==> src/rtl/pws_pkg.sv <==
package pws_pkg;

    localparam int unsigned ADDR_W     = 11;
    localparam int unsigned DATA_W     = 8;
    localparam int unsigned OFF_W      = 4;
    localparam int unsigned PAGE_BYTES = 1 << OFF_W;
    localparam int unsigned PAGE_W     = ADDR_W - OFF_W;

    typedef logic [ADDR_W-1:0]     addr_t;
    typedef logic [DATA_W-1:0]     data_t;
    typedef logic [OFF_W-1:0]      off_t;
    typedef logic [PAGE_W-1:0]     page_t;
    typedef logic [PAGE_BYTES-1:0] mask_t;

    typedef struct packed {
        page_t page;
        off_t  off;
    } loc_t;

    typedef enum logic [1:0] {
        ST_IDLE,
        ST_COLLECT,
        ST_WRITING
    } seq_state_e;

    function automatic loc_t to_loc(addr_t a);
        return loc_t'(a);
    endfunction

    function automatic off_t bump_off(off_t o);
        return o + off_t'(1);
    endfunction

endpackage

==> src/rtl/pws_page_latch.sv <==
module pws_page_latch
    import pws_pkg::*;
(
    input  logic  clk,
    input  logic  rst,
    input  logic  load,
    input  addr_t load_addr,
    input  logic  accept,
    input  data_t wdata,
    input  off_t  rd_off,
    output mask_t mask,
    output page_t page,
    output off_t  ptr,
    output data_t rd_data
);

    data_t slot [PAGE_BYTES];
    loc_t  ld;

    assign ld = to_loc(load_addr);

    always_ff @(posedge clk) begin
        if (rst) begin
            mask <= '0;
            page <= '0;
            ptr  <= '0;
        end else if (load) begin
            mask <= '0;
            page <= ld.page;
            ptr  <= ld.off;
        end else if (accept) begin
            mask[ptr] <= 1'b1;
            ptr       <= bump_off(ptr);
        end
    end

    for (genvar i = 0; i < PAGE_BYTES; i++) begin : g_slot
        always_ff @(posedge clk) begin
            if (rst) begin
                slot[i] <= '1;
            end else if (accept && !load && ptr == off_t'(i)) begin
                slot[i] <= wdata;
            end
        end
    end

    assign rd_data = slot[rd_off];

endmodule

==> src/rtl/pws_cycle_timer.sv <==
module pws_cycle_timer #(
    parameter int unsigned WRITE_CYCLES = 40
) (
    input  logic                                 clk,
    input  logic                                 rst,
    input  logic                                 start,
    output logic                                 busy,
    output logic                                 done,
    output logic [$clog2(WRITE_CYCLES+1)-1:0]    cnt
);

    localparam int unsigned CNT_W = $clog2(WRITE_CYCLES + 1);
    localparam logic [CNT_W-1:0] LAST = CNT_W'(WRITE_CYCLES - 1);

    assign done = busy && (cnt == LAST);

    always_ff @(posedge clk) begin
        if (rst) begin
            busy <= 1'b0;
            cnt  <= '0;
        end else if (!busy) begin
            if (start) begin
                busy <= 1'b1;
                cnt  <= '0;
            end
        end else if (done) begin
            busy <= 1'b0;
            cnt  <= '0;
        end else begin
            cnt <= cnt + CNT_W'(1);
        end
    end

    p_cnt_bounded_r4: assert property (@(posedge clk) disable iff (rst)
        busy |-> (cnt <= LAST))
        else $error("timer count beyond cycle length");

endmodule

==> src/rtl/pws_ctrl.sv <==
module pws_ctrl
    import pws_pkg::*;
(
    input  logic clk,
    input  logic rst,
    input  logic instr_start,
    input  logic byte_stb,
    input  logic wr_lock,
    input  logic stop_any,
    input  logic stop_commit,
    input  logic has_bytes,
    input  logic busy,
    input  logic done,
    output logic load,
    output logic accept,
    output logic commit
);

    seq_state_e state, state_nx;

    always_comb begin
        load     = 1'b0;
        accept   = 1'b0;
        commit   = 1'b0;
        state_nx = state;
        unique case (state)
            ST_IDLE: begin
                if (instr_start) begin
                    load     = 1'b1;
                    state_nx = ST_COLLECT;
                end
            end
            ST_COLLECT: begin
                if (stop_any) begin
                    if (stop_commit && has_bytes) begin
                        commit   = 1'b1;
                        state_nx = ST_WRITING;
                    end else begin
                        state_nx = ST_IDLE;
                    end
                end else if (instr_start) begin
                    load = 1'b1;
                end else if (byte_stb && !wr_lock) begin
                    accept = 1'b1;
                end
            end
            ST_WRITING: begin
                if (done) state_nx = ST_IDLE;
            end
            default: state_nx = ST_IDLE;
        endcase
    end

    always_ff @(posedge clk) begin
        if (rst) state <= ST_IDLE;
        else     state <= state_nx;
    end

    p_state_busy_agree_r4: assert property (@(posedge clk) disable iff (rst)
        (state == ST_WRITING) == busy)
        else $error("controller state and timer busy disagree");

endmodule

==> src/rtl/eeprom_page_writer.sv <==
module eeprom_page_writer
    import pws_pkg::*;
#(
    parameter int unsigned WRITE_CYCLES = 40
) (
    input  logic              clk,
    input  logic              rst,
    input  logic              instr_start,
    input  logic [ADDR_W-1:0] start_addr,
    input  logic              byte_stb,
    input  logic [DATA_W-1:0] byte_data,
    input  logic              wr_lock,
    input  logic              stop_any,
    input  logic              stop_commit,
    output logic              busy,
    output logic [ADDR_W-1:0] addr_cnt,
    output logic              arr_we,
    output logic [ADDR_W-1:0] arr_addr,
    output logic [DATA_W-1:0] arr_wdata
);

    localparam int unsigned CNT_W = $clog2(WRITE_CYCLES + 1);

    if (WRITE_CYCLES < PAGE_BYTES) begin : g_bad_len
        $error("WRITE_CYCLES must cover one strobe per page offset");
    end

    logic             load, accept, commit, done;
    logic [CNT_W-1:0] cnt;
    mask_t            mask;
    page_t            page;
    off_t             ptr, scan;
    data_t            rd_data;
    loc_t             wr_loc;

    pws_ctrl u_ctrl (
        .clk         (clk),
        .rst         (rst),
        .instr_start (instr_start),
        .byte_stb    (byte_stb),
        .wr_lock     (wr_lock),
        .stop_any    (stop_any),
        .stop_commit (stop_commit),
        .has_bytes   (|mask),
        .busy        (busy),
        .done        (done),
        .load        (load),
        .accept      (accept),
        .commit      (commit)
    );

    pws_page_latch u_latch (
        .clk       (clk),
        .rst       (rst),
        .load      (load),
        .load_addr (start_addr),
        .accept    (accept),
        .wdata     (byte_data),
        .rd_off    (scan),
        .mask      (mask),
        .page      (page),
        .ptr       (ptr),
        .rd_data   (rd_data)
    );

    pws_cycle_timer #(.WRITE_CYCLES(WRITE_CYCLES)) u_timer (
        .clk   (clk),
        .rst   (rst),
        .start (commit),
        .busy  (busy),
        .done  (done),
        .cnt   (cnt)
    );

    // Commit walk: the first PAGE_BYTES cycles of the timer visit offsets 0..15.
    assign scan        = cnt[OFF_W-1:0];
    assign wr_loc.page = page;
    assign wr_loc.off  = scan;
    assign arr_we      = busy && (cnt < CNT_W'(PAGE_BYTES)) && mask[scan];
    assign arr_addr    = addr_t'(wr_loc);
    assign arr_wdata   = rd_data;

    always_ff @(posedge clk) begin
        if (rst)       addr_cnt <= '0;
        else if (done) addr_cnt <= {page, ptr};
        else if (load) addr_cnt <= start_addr;
    end

    p_we_in_cycle_r6: assert property (@(posedge clk) disable iff (rst)
        arr_we |-> busy)
        else $error("array strobe outside write cycle");

    p_addr_hold_r7: assert property (@(posedge clk) disable iff (rst)
        (busy && !done) |=> $stable(addr_cnt))
        else $error("address counter moved during write cycle");

    p_locked_mask_r8: assert property (@(posedge clk) disable iff (rst)
        (byte_stb && wr_lock && !instr_start) |=> $stable(mask))
        else $error("locked byte changed the valid mask");

    p_commit_nonempty_r3: assert property (@(posedge clk) disable iff (rst)
        $rose(busy) |-> (mask != '0))
        else $error("write cycle with empty page latch");

endmodule

==> config.mk <==
export PLATFORM = sky130hd
export DESIGN_NAME = eeprom_page_writer
export DESIGN_NICKNAME = d
export VERILOG_FILES = /design/src/rtl/pws_pkg.sv /design/src/rtl/pws_page_latch.sv /design/src/rtl/pws_cycle_timer.sv /design/src/rtl/pws_ctrl.sv /design/src/rtl/eeprom_page_writer.sv
export SDC_FILE = /design/constraint.sdc
export NUM_CORES = 1
export LEC_CHECK = 0
export BUFFER_PORTS_ARGS = -buffer_cell sky130_fd_sc_hd__buf_4
export CAP_MARGIN = 0
export CORE_MARGIN = 5
export CORE_UTILIZATION = 31
export CTS_BUF_LIST = sky130_fd_sc_hd__clkbuf_4
export CTS_CLUSTER_SIZE = 20
export DETAILED_ROUTE_END_ITERATION = 10
export SYNTH_ARGS = -nofsm -noshare
export SYNTH_HDL_FRONTEND = slang
export SYNTH_HIERARCHICAL = 1
export SYNTH_SLANG_ARGS = --single-unit
==> constraint.sdc <==
create_clock -name clk -period 2.3 [get_ports clk]
set_input_delay 0.23 -clock clk [delete_from_list [all_inputs] [get_ports clk]]
set_output_delay 0.23 -clock clk [all_outputs]
set_load 0.05 [all_outputs]
=== Word level (Yosys, flattened, before mapping) ===
Memories as Yosys holds them, arrays and structs flattened. A register that Yosys moved wholly into a read port is not among the register bits.
Index checks and enable logic that the tools add are counted.

* Register bits after elaboration: 47
* Latch bits: 0
* Memory bits (writable): 128
* ROM bits: 0
* Bits of input ports: 26
* Output and inout port bits: 32
* Memories: 1

* Add/sub/neg operators: 2
* $mul: 0
* Divide/modulo/power cells: 0
* Magnitude comparators: 4
* Equal/unequal tests: 21
* Shift operators: 0
* Muxes and demuxes: 97
* Bitwise operators: 17
* Reductions and logical operators: 33

{| class="wikitable"
|+ Memories
! name !! depth !! bits a word !! rd ports !! clocked after memory_dff !! write ports !! line !! text
|-
| u_latch.slot || 16 || 8 || 1 || 1 || 16 || pws_page_latch.sv:17 || <nowiki>data_t slot [PAGE_BYTES];</nowiki>
|}

{| class="wikitable"
|+ Operators by type and width
! cell !! count
|-
| 2-to-1 mux 8 bit || 16
|-
| 2-to-1 mux 1 bit || 64
|-
| equality test 4 bit, second input constant || 8
|-
| logical AND 1 bit || 23
|-
| 2-to-1 mux 11 bit || 2
|-
| 2-to-1 mux 6 bit || 3
|-
| equality test 4 x 3 -> 1 bit, second input constant || 4
|-
| 2-to-1 mux 4 bit || 4
|-
| bitwise OR 1 bit || 16
|-
| bitwise OR 16 bit || 1
|-
| OR reduction 16 bit || 1
|-
| < comparator 4 x 5 -> 1 bit, second input constant || 2
|-
| equality test 4 x 2 -> 1 bit, second input constant || 2
|-
| 2-to-1 mux 2 bit || 4
|-
| adder 6 x 1 -> 6 bit, second input constant || 1
|-
| equality test 6 bit, second input constant || 1
|-
| < comparator 6 x 5 -> 1 bit, second input constant || 1
|-
| != test 2 bit, second input constant || 3
|-
| one-hot mux 2 bit (3 select lines) || 1
|-
| nonzero test 2 bit || 3
|-
| adder 4 x 1 -> 4 bit, second input constant || 1
|-
| binary-select mux 1 bit (select 4 bit) || 1
|-
| demux 1 bit (select 4 bit) || 1
|-
| equality test 4 x 1 -> 1 bit, second input constant || 1
|-
| other kinds (9) || 10
|}

=== Depth between registers and ports, before layout ===
Gate-level depths: netlist of run 1.

* Depth in word-level cells: 12
* Mapped depth: 7
* Depth with buffers taken out: 7

=== Hierarchy ===
The synthesis of run 1 kept the hierarchy.

{| class="wikitable"
|+ By module, submodules not included
! module !! times used !! cells each !! area each (sq um) !! sequential area each (sq um)
|-
| pws_page_latch || 1 || 484 || 6842.8 || 4384.2
|-
| eeprom_page_writer || 1 || 81 || 665.6 || 220.2
|-
| pws_cycle_timer || 1 || 41 || 351.6 || 140.1
|-
| pws_ctrl || 1 || 14 || 113.9 || 40.0
|}

=== Worst setup path before layout of run 1 ===
OpenSTA, ideal clock, no wires.

* Path kind: register -> output
* Start: reg u_timer.cnt[2]
* End: out arr_we
* Arrival time: 2389 ps
* Required time: 2070 ps
* Slack: -319 ps
* Cell stages (with the launch flop): 5
* Buffers on the path: 0
* Path through: dfxtp_1 mux4_2 o22ai_1 a311o_1 a21oi_1

* Word-level cells in the longest chain between the ends: 3

{| class="wikitable"
|+ RTL lines
! element !! line !! text
|-
| from (decl) || pws_cycle_timer.sv:9 || <nowiki>output logic [$clog2(WRITE_CYCLES+1)-1:0] cnt</nowiki>
|-
| from (signal assigned) || pws_cycle_timer.sv:30 || <nowiki>cnt <= cnt + CNT_W'(1);</nowiki>
|-
| < comparator 6 x 5 -> 1 bit or binary-select mux 1 bit (select 4 bit) (tied branches) || eeprom_page_writer.sv:79 || <nowiki>assign arr_we = busy && (cnt < CNT_W'(PAGE_BYTES)) && mask[scan];</nowiki>
|-
| logical AND 1 bit or 2-to-1 mux 1 bit (tied branches) || eeprom_page_writer.sv:79 ||
|-
| logical AND 1 bit * || eeprom_page_writer.sv:79 ||
|-
| to (decl) || eeprom_page_writer.sv:17 || <nowiki>output logic arr_we,</nowiki>
|}

Mark *: on every way between the ends. The rest lies on a longest branch, timed or not. The select of a mux whose other input is x is not followed.

==> metrics.md, run 1 <==
| Metric | Value |
|---|---|
| Run status | `complete, but fails checks` |
| Failing checks | `negative setup slack` |
| Wire length per cell | `17.9 um` |
| Most frequent cells in the layout | `or2_2 (128), edfxtp_1 (128), buf_4 (82)` |
| Setup WS post-layout | `-169 ps` |
| Iteration-0 DRC Markers | `265` |
| Number of global-route vias before repair | `5,281` |
| Setup TNS | `-1300 ps` |
| IO Pins | `58` |
| Share of cells above drive strength 1 | `0.447` |
| Synthesized instance count | `620` |
| Total CTS buffers | `17` |
| PD cells | `582 nW/um2` |
| Remaining Overflow, GRT | `0` |
| Buf/Inv on CP | `3` |
| # clock sinks | `175` |
| CTS max path bufs | `2` |
| Launch point of the worst path | `u_timer/cnt[0]` |
| Worst EP arrival | `around 2200 ps` |
| Tcrit/Tclk final | `1.07` |
| DR pass1 iterations | `5` |
| Synth area leader | `edfxtp_1` |
| WP depth | `6` |
| Die H | `170 um` |
| Final std cells w/o fill | `roughly 1,100` |
| Maxcap violations | `0` |
| Syn. warnings | `6` |
| Slew @ Worst Pin | `1080 ps` |
| # H-tree levels | `4` |
| Hold Path Stages | `2` |
| Critical setup path kind | `reg2out` |
| Synth Area per Inst | `about 13 um2` |
| Final ANT Viol Nets | `0` |
| CP max FO | `7` |
| R2r worst-path depth | `11` |
| Critical Path RT | `roughly 2100 ps` |
| Crit end category | `output pin` |
| Count of nets after finishing | `between 700 and 800` |
| Synthesis-stage register bit count | `175` |
| IO Port Bufs | `57` |
| CP delay by family, top | `flip-flops` |
| Startpoint type of the worst setup path | `flip-flop` |
| Pins Over Slew Limit | `0` |
| Reg-to-Reg Start | `u_timer/cnt[0]` |
| Final setup vio count | `9` |
| Async SR Flop Fraction | `0` |
| Final hold viol count | `0` |
| Row cnt | `58` |
| Clock Skew | `27.1 ps` |
| Final hold slack | `71.1 ps` |
| Initial antenna violation count | `1` |
| Initial Utilization | `0.316` |
| Root Buffer | `clkbuf_4` |
| First-pass GRT wire length | `30,000 um` |
| DP Cell Count | `1,007` |
| Routed WL | `19,000 um` |
| Area Growth Syn to Fin | `22.4%` |
| Largest stage delay, worst path | `500 ps` |
| Post-Syn Area | `roughly 8000 um2` |
| F_max | `405 MHz` |
| Die ar. | `29,000 um2` |
| Unique masters post-synth | `44` |
| Largest cells by area after synthesis | `edfxtp_1 (48%), dfxtp_1 (12%), or2_2 (10%)` |
| Crit path max-delay cell type | `dfxtp_4` |
| Pin count of the biggest net entering global routing | `32` |
| RSZ-0062 raised after global routing | `yes` |
| Core area | `approximately 25,000 um2` |
| Via count | `5,144` |
| Worst rel slew slack | `0.277` |
| Syn_nets | `651` |
| Share of the synthesized area in the top cell type | `0.482` |
| Number of flops mapped to enable cells by yosys | `128` |
| Placer Congestion | `0.773` |
| Worst-skew pair later-pin latency | `560 ps` |
| Vias per std cell | `4.83` |
| Minimum clock period | `2470 ps` |
| Hold Crit Class | `in2reg` |
| Die width | `170 um` |
| Register area share after synthesis | `0.600` |
| Leak pwr | `roughly 3 nW` |
| Clock-pin slew on the worst setup and hold paths | `roughly 140 ps` |
| TritonCTS clock tree | `yes` |
| Hpwl dp | `12,800 um` |
| Worst hold start | `byte_data[0]` |
| Post-synth top flop | `edfxtp_1` |
| Remaining routing DRC violations | `0` |
| CP cell instances | `buf_12, buf_16, mux4_2, a22oi_2, nand2_2, buf_6` |
| Gr usage total | `0.134` |
| Max VDD drop | `0.297 mV` |
[worst reg2reg max path: stages, from the launching register on]
cell and delay (ps):
dfxtp_4 500, buf_4 160, buf_8 100, buf_4 130
buf_4 160, ha_4 180, nand4b_1 170, nor3b_4 320
buf_6 220, nor2_1 60, a21oi_1 110, nor2_1 50
[per-layer routing]
layer	part of all wire	up-vias	routed length, um	GRT usage
met1	0.46	2545	8750	0.183
met5	0	-	0	0
li1	-	2457	-	-
met4	0.012	0	225	0.0313
met2	0.48	125	9100	0.215
met3	0.051	17	973	0.0323
[Yosys cell counts, types with 4 or more instances]
master      n
edfxtp_1  128
or2_2     128
nand2_1    48
dfxtp_1    47
nor2_1     39
mux4_2     33
mux2i_1    21
nand3_1    21
a21oi_1    19
clkbuf_1   18
a21o_1     16
a22oi_1    16
buf_2      10
nor2b_1     6
buf_1       5
ha_1        5
inv_1       5
nor4_1      5
o21ai_0     5
clkbuf_2    4
nand2b_1    4
[logic make-up (layout without fill, tap and decap cells)]
logic type,after synthesis,in the layout,share of synthesized area
AO/OA/AOI/OAI,66,66,0.0554
XOR/XNOR,3,3,0.00330
adder cells (fa/ha/maj),5,5,0.00785
buffers and inverters,42,156,0.0220
flip-flops,175,175,0.600
multiplexers,57,57,0.126
other,0,1,0
AND/OR/NAND/NOR,272,272,0.186
[sequential cells by signal, indices dropped and copies added, names as in the netlist]
name,count
addr_cnt,11
u_timer/cnt,6
u_latch/ptr,4
u_ctrl/state,2
u_latch/mask,16
u_timer/busy,1
u_latch/page,7
u_latch/slot,128
[path summary, 6_finish.rpt]
| kind | to | slack, ps |
|---|---|---|
| worst max-delay path | arr_wdata[0] | -170 |
| worst min-delay path | u_latch/slot[8][0] | 70 |
| worst max register to register | addr_cnt[2] | 80 |
| worst min register to register | u_latch/mask[13] | 470 |
[power breakdown]
part	switching (mW)	leakage [nW]	internal, mW
registers	0.0257	1.28	3.40
clock network	1.16	0.158	0.683
logic	0.270	1.55	0.144
[layout make-up]
type | instances | area [um2]
diodes | 1 | 2.50
inverters | 5 | 18.8
flip-flops and latches | 175 | 4790
fillers | 2406 | 15500
clock buffers | 17 | 128
repair buffers | 119 | 1080
well taps | 330 | 413
multi-input cells | 403 | 3140
clock inverters | 15 | 176
[per-stage QoR]
| step | power [mW] | instance area (um2) | utilization | setup WS [ps] |
|---|---|---|---|---|
| floorplan | 3.73 | 7980 | - | -13.1 |
| global placement | 3.89 | 8970 | 0.355 | 159 |
| detailed placement | 3.89 | 8970 | 0.355 | 96.0 |
| CTS | 5.74 | 9690 | 0.384 | -246 |
| global route | 5.93 | 9760 | 0.386 | -280 |
| finish | 5.68 | 9760 | 0.386 | -169 |
[what timing repair did]
item,4_1_cts,5_1_grt
setup buffers,5,0
hold buffers,16,0
resized for setup,40,16
endpoints found under the hold margin,26,0
setup endpoints to repair,9,117
gates cloned,2,2
pin swaps,15,3
No activity file was read; power rests on OpenSTA's default activity.
==> run 2: changes to the inputs <==
Clock period 2.3 ns to 2.6 ns, I/O delays scaled along.
==> run 2 against run 1 <==
Compared with the run above: the run now ends clean; hold slack better by 12 ps; register-to-register slack improved by 90 ps; critical path depth down 2; sequential power down 12%; critical path type unchanged; largest power group unchanged.
==> metrics.md, run 2 (synthesis gave the netlist of run 1 again) <==
| Metric | Value |
|---|---|
| PD cells | `527 nW/um2 (was 582 nW/um2)` |
| Total CTS buffers | `17 (unchanged)` |
| Most frequent cells in the layout | `or2_2 (128), edfxtp_1 (128), buf_4 (62) (was or2_2 (128), edfxtp_1 (128), buf_4 (82))` |
| CP delay by family, top | `multiplexers (was flip-flops)` |
| Final hold slack | `83.3 ps (was 71.1 ps)` |
| Gr usage total | `0.136 (was 0.134)` |
| RSZ-0062 raised after global routing | `yes (unchanged)` |
| Row cnt | `58 (unchanged)` |
| Die H | `170 um (unchanged)` |
| DR pass1 iterations | `5 (unchanged)` |
| Largest stage delay, worst path | `620 ps (was 500 ps)` |
| Final ANT Viol Nets | `0 (unchanged)` |
| DP Cell Count | `983 (was 1,007)` |
| Placer Congestion | `0.777 (was 0.773)` |
| Iteration-0 DRC Markers | `432 (was 265)` |
| Worst-skew pair later-pin latency | `550 ps (was 560 ps)` |
| CP max FO | `16 (was 7)` |
| Share of cells above drive strength 1 | `0.412 (was 0.447)` |
| Part of the power in the clock network | `0.318 (was 0.324)` |
| Switching Fraction | `0.254 (was 0.256)` |
| CTS max path bufs | `2 (unchanged)` |
| Critical Path RT | `2340 ps (was 2070 ps)` |
| Hold Crit Class | `in2reg (unchanged)` |
| Final std cells w/o fill | `1,037 (was 1,065)` |
| Flop pwr share | `0.610 (was 0.603)` |
| F_max | `395 MHz` |
| Critical setup path kind | `reg2out (unchanged)` |
| Core area | `25,300 um2 (unchanged)` |
| Final hold viol count | `0 (unchanged)` |
| Clock Skew | `27.1 ps (about the same)` |
| IO Port Bufs | `57 (unchanged)` |
| Slew @ Worst Pin | `1070 ps (was 1080 ps)` |
| Crit end category | `output pin (unchanged)` |
| First-pass GRT wire length | `30,200 um (was 30,000 um)` |
| Design Area, Final | `9440 um2 (was 9760 um2)` |
| # clock sinks | `175 (unchanged)` |
| Max FFs per register | `128 (unchanged)` |
| # H-tree levels | `4 (unchanged)` |
| Via count | `5,128 (was 5,144)` |
| Tcrit/Tclk final | `0.975` |
| Initial antenna violation count | `1 (unchanged)` |
| Setup TNS | `0 ps (was -1300 ps)` |
| IO Pins | `58 (unchanged)` |
| Placed cell area | `8800 um2 (was 8970 um2)` |
| Remaining Overflow, GRT | `0 (unchanged)` |
| Reg with most FFs | `u_latch/slot (unchanged)` |
| Maxcap violations | `0 (unchanged)` |
| Pin count of the biggest net entering global routing | `53 (was 32)` |
| Vias per std cell | `4.95 (was 4.83)` |
| Clock-pin slew on the worst setup and hold paths | `150 ps (was 140 ps)` |
| Pins Over Slew Limit | `0 (unchanged)` |
| Crit path max-delay cell type | `mux4_1 (was dfxtp_4)` |
| CP cell instances | `mux4_1, o2111ai_1, a21oi_2, buf_4 (was buf_12, buf_16, mux4_2, a22oi_2, nand2_2, buf_6)` |
| Die width | `170 um (unchanged)` |
| Wire length per cell | `18.8 um (was 17.9 um)` |
| Int Pwr | `3.71 mW (was 4.23 mW)` |
| Buf/Inv on CP | `1 (was 3)` |
| Minimum clock period | `2530 ps` |
| Die ar. | `29,000 um2 (unchanged)` |
| Hpwl dp | `12,700 um (was 12,800 um)` |
| TritonCTS clock tree | `yes (unchanged)` |
| Leak pwr | `2.82 nW (was 2.98 nW)` |
| Count of nets after finishing | `724 (was 752)` |
| Final setup vio count | `0 (was 9)` |
| Remaining routing DRC violations | `0 (unchanged)` |
| Max VDD drop | `0.287 mV (was 0.297 mV)` |
| Startpoint type of the worst setup path | `flip-flop (unchanged)` |
| Initial Utilization | `0.316 (unchanged)` |
| Run status | `finished clean (was complete, but fails checks)` |
| Switching Power | `1.27 mW (was 1.46 mW)` |
| Root Buffer | `clkbuf_4 (unchanged)` |
| Area Growth Syn to Fin | `18.4% (was 22.4%)` |
| Worst EP arrival | `2270 ps (was 2240 ps)` |
| Comb power frac | `0.072 (was 0.073)` |
| Routed WL | `19,500 um (was 19,000 um)` |
| Worst rel slew slack | `0.284 (was 0.277)` |
| Top Registers | `u_latch/slot x128, u_latch/mask x16, addr_cnt x11 (unchanged)` |
| Number of global-route vias before repair | `5,049 (was 5,281)` |
==> run 2: layout make-up <==
cell class / count / area (um2)
antenna: 1 / 2.50
clock buffer: 17 / 128
clock inverter: 15 / 159
fill: 2415 / 15800
inverter: 5 / 18.8
multi-input combinational: 403 / 3100
sequential: 175 / 4790
tap: 330 / 413
timing repair buffer: 91 / 830
==> run 2: per-stage QoR <==
stage	total power [mW]	utilization	worst slack (ps)
global placement	3.43	0.349	161
global route	5.16	0.374	-51.9
CTS	5.01	0.370	-8.35
floorplan	3.30	-	73.0
finish	4.97	0.374	65.2
detailed placement	3.43	0.349	42.5
==> run 2: power groups by stage <==
stage          Sequential [mW]  Clock (mW)  Combinational (mW)
3_5_place_dp              3.10           0               0.339
6_report                  3.03        1.58               0.358
4_1_cts                   3.03        1.62               0.358
2_1_floorplan             3.15           0               0.147
3_3_place_gp              3.09           0               0.337
5_1_grt                   3.04        1.74               0.387
==> run 2: timing repair <==
item / in CTS / in global routing
hold buffers: 15 / 0
setup endpoints to repair: 9 / 100
setup buffers: 4 / 0
gates cloned: 1 / 1
hold endpoints to repair: 13 / 0
pin swaps: 3 / 1
resized for setup: 14 / 14
==> run 2: worst paths after layout <==
kind / start / to / slack [ps] / depth (start not counted)
max: u_timer/cnt[2] / arr_we / 70 / 4
min: byte_data[4] / u_latch/slot[15][4] / 80 / 2
max reg2reg: u_ctrl/state[0] / u_latch/slot[9][0] / 170 / 5
min reg2reg: u_latch/mask[2] / u_latch/mask[2] / 470 / 2
==> run 2: routing by layer <==
metal | track usage | part of all wire | vias up
met5 | 0 | 0 | -
met4 | 0.0253 | 0.0060 | 0
met3 | 0.0297 | 0.051 | 9
met2 | 0.207 | 0.45 | 147
met1 | 0.203 | 0.49 | 2572
li1 | - | - | 2400
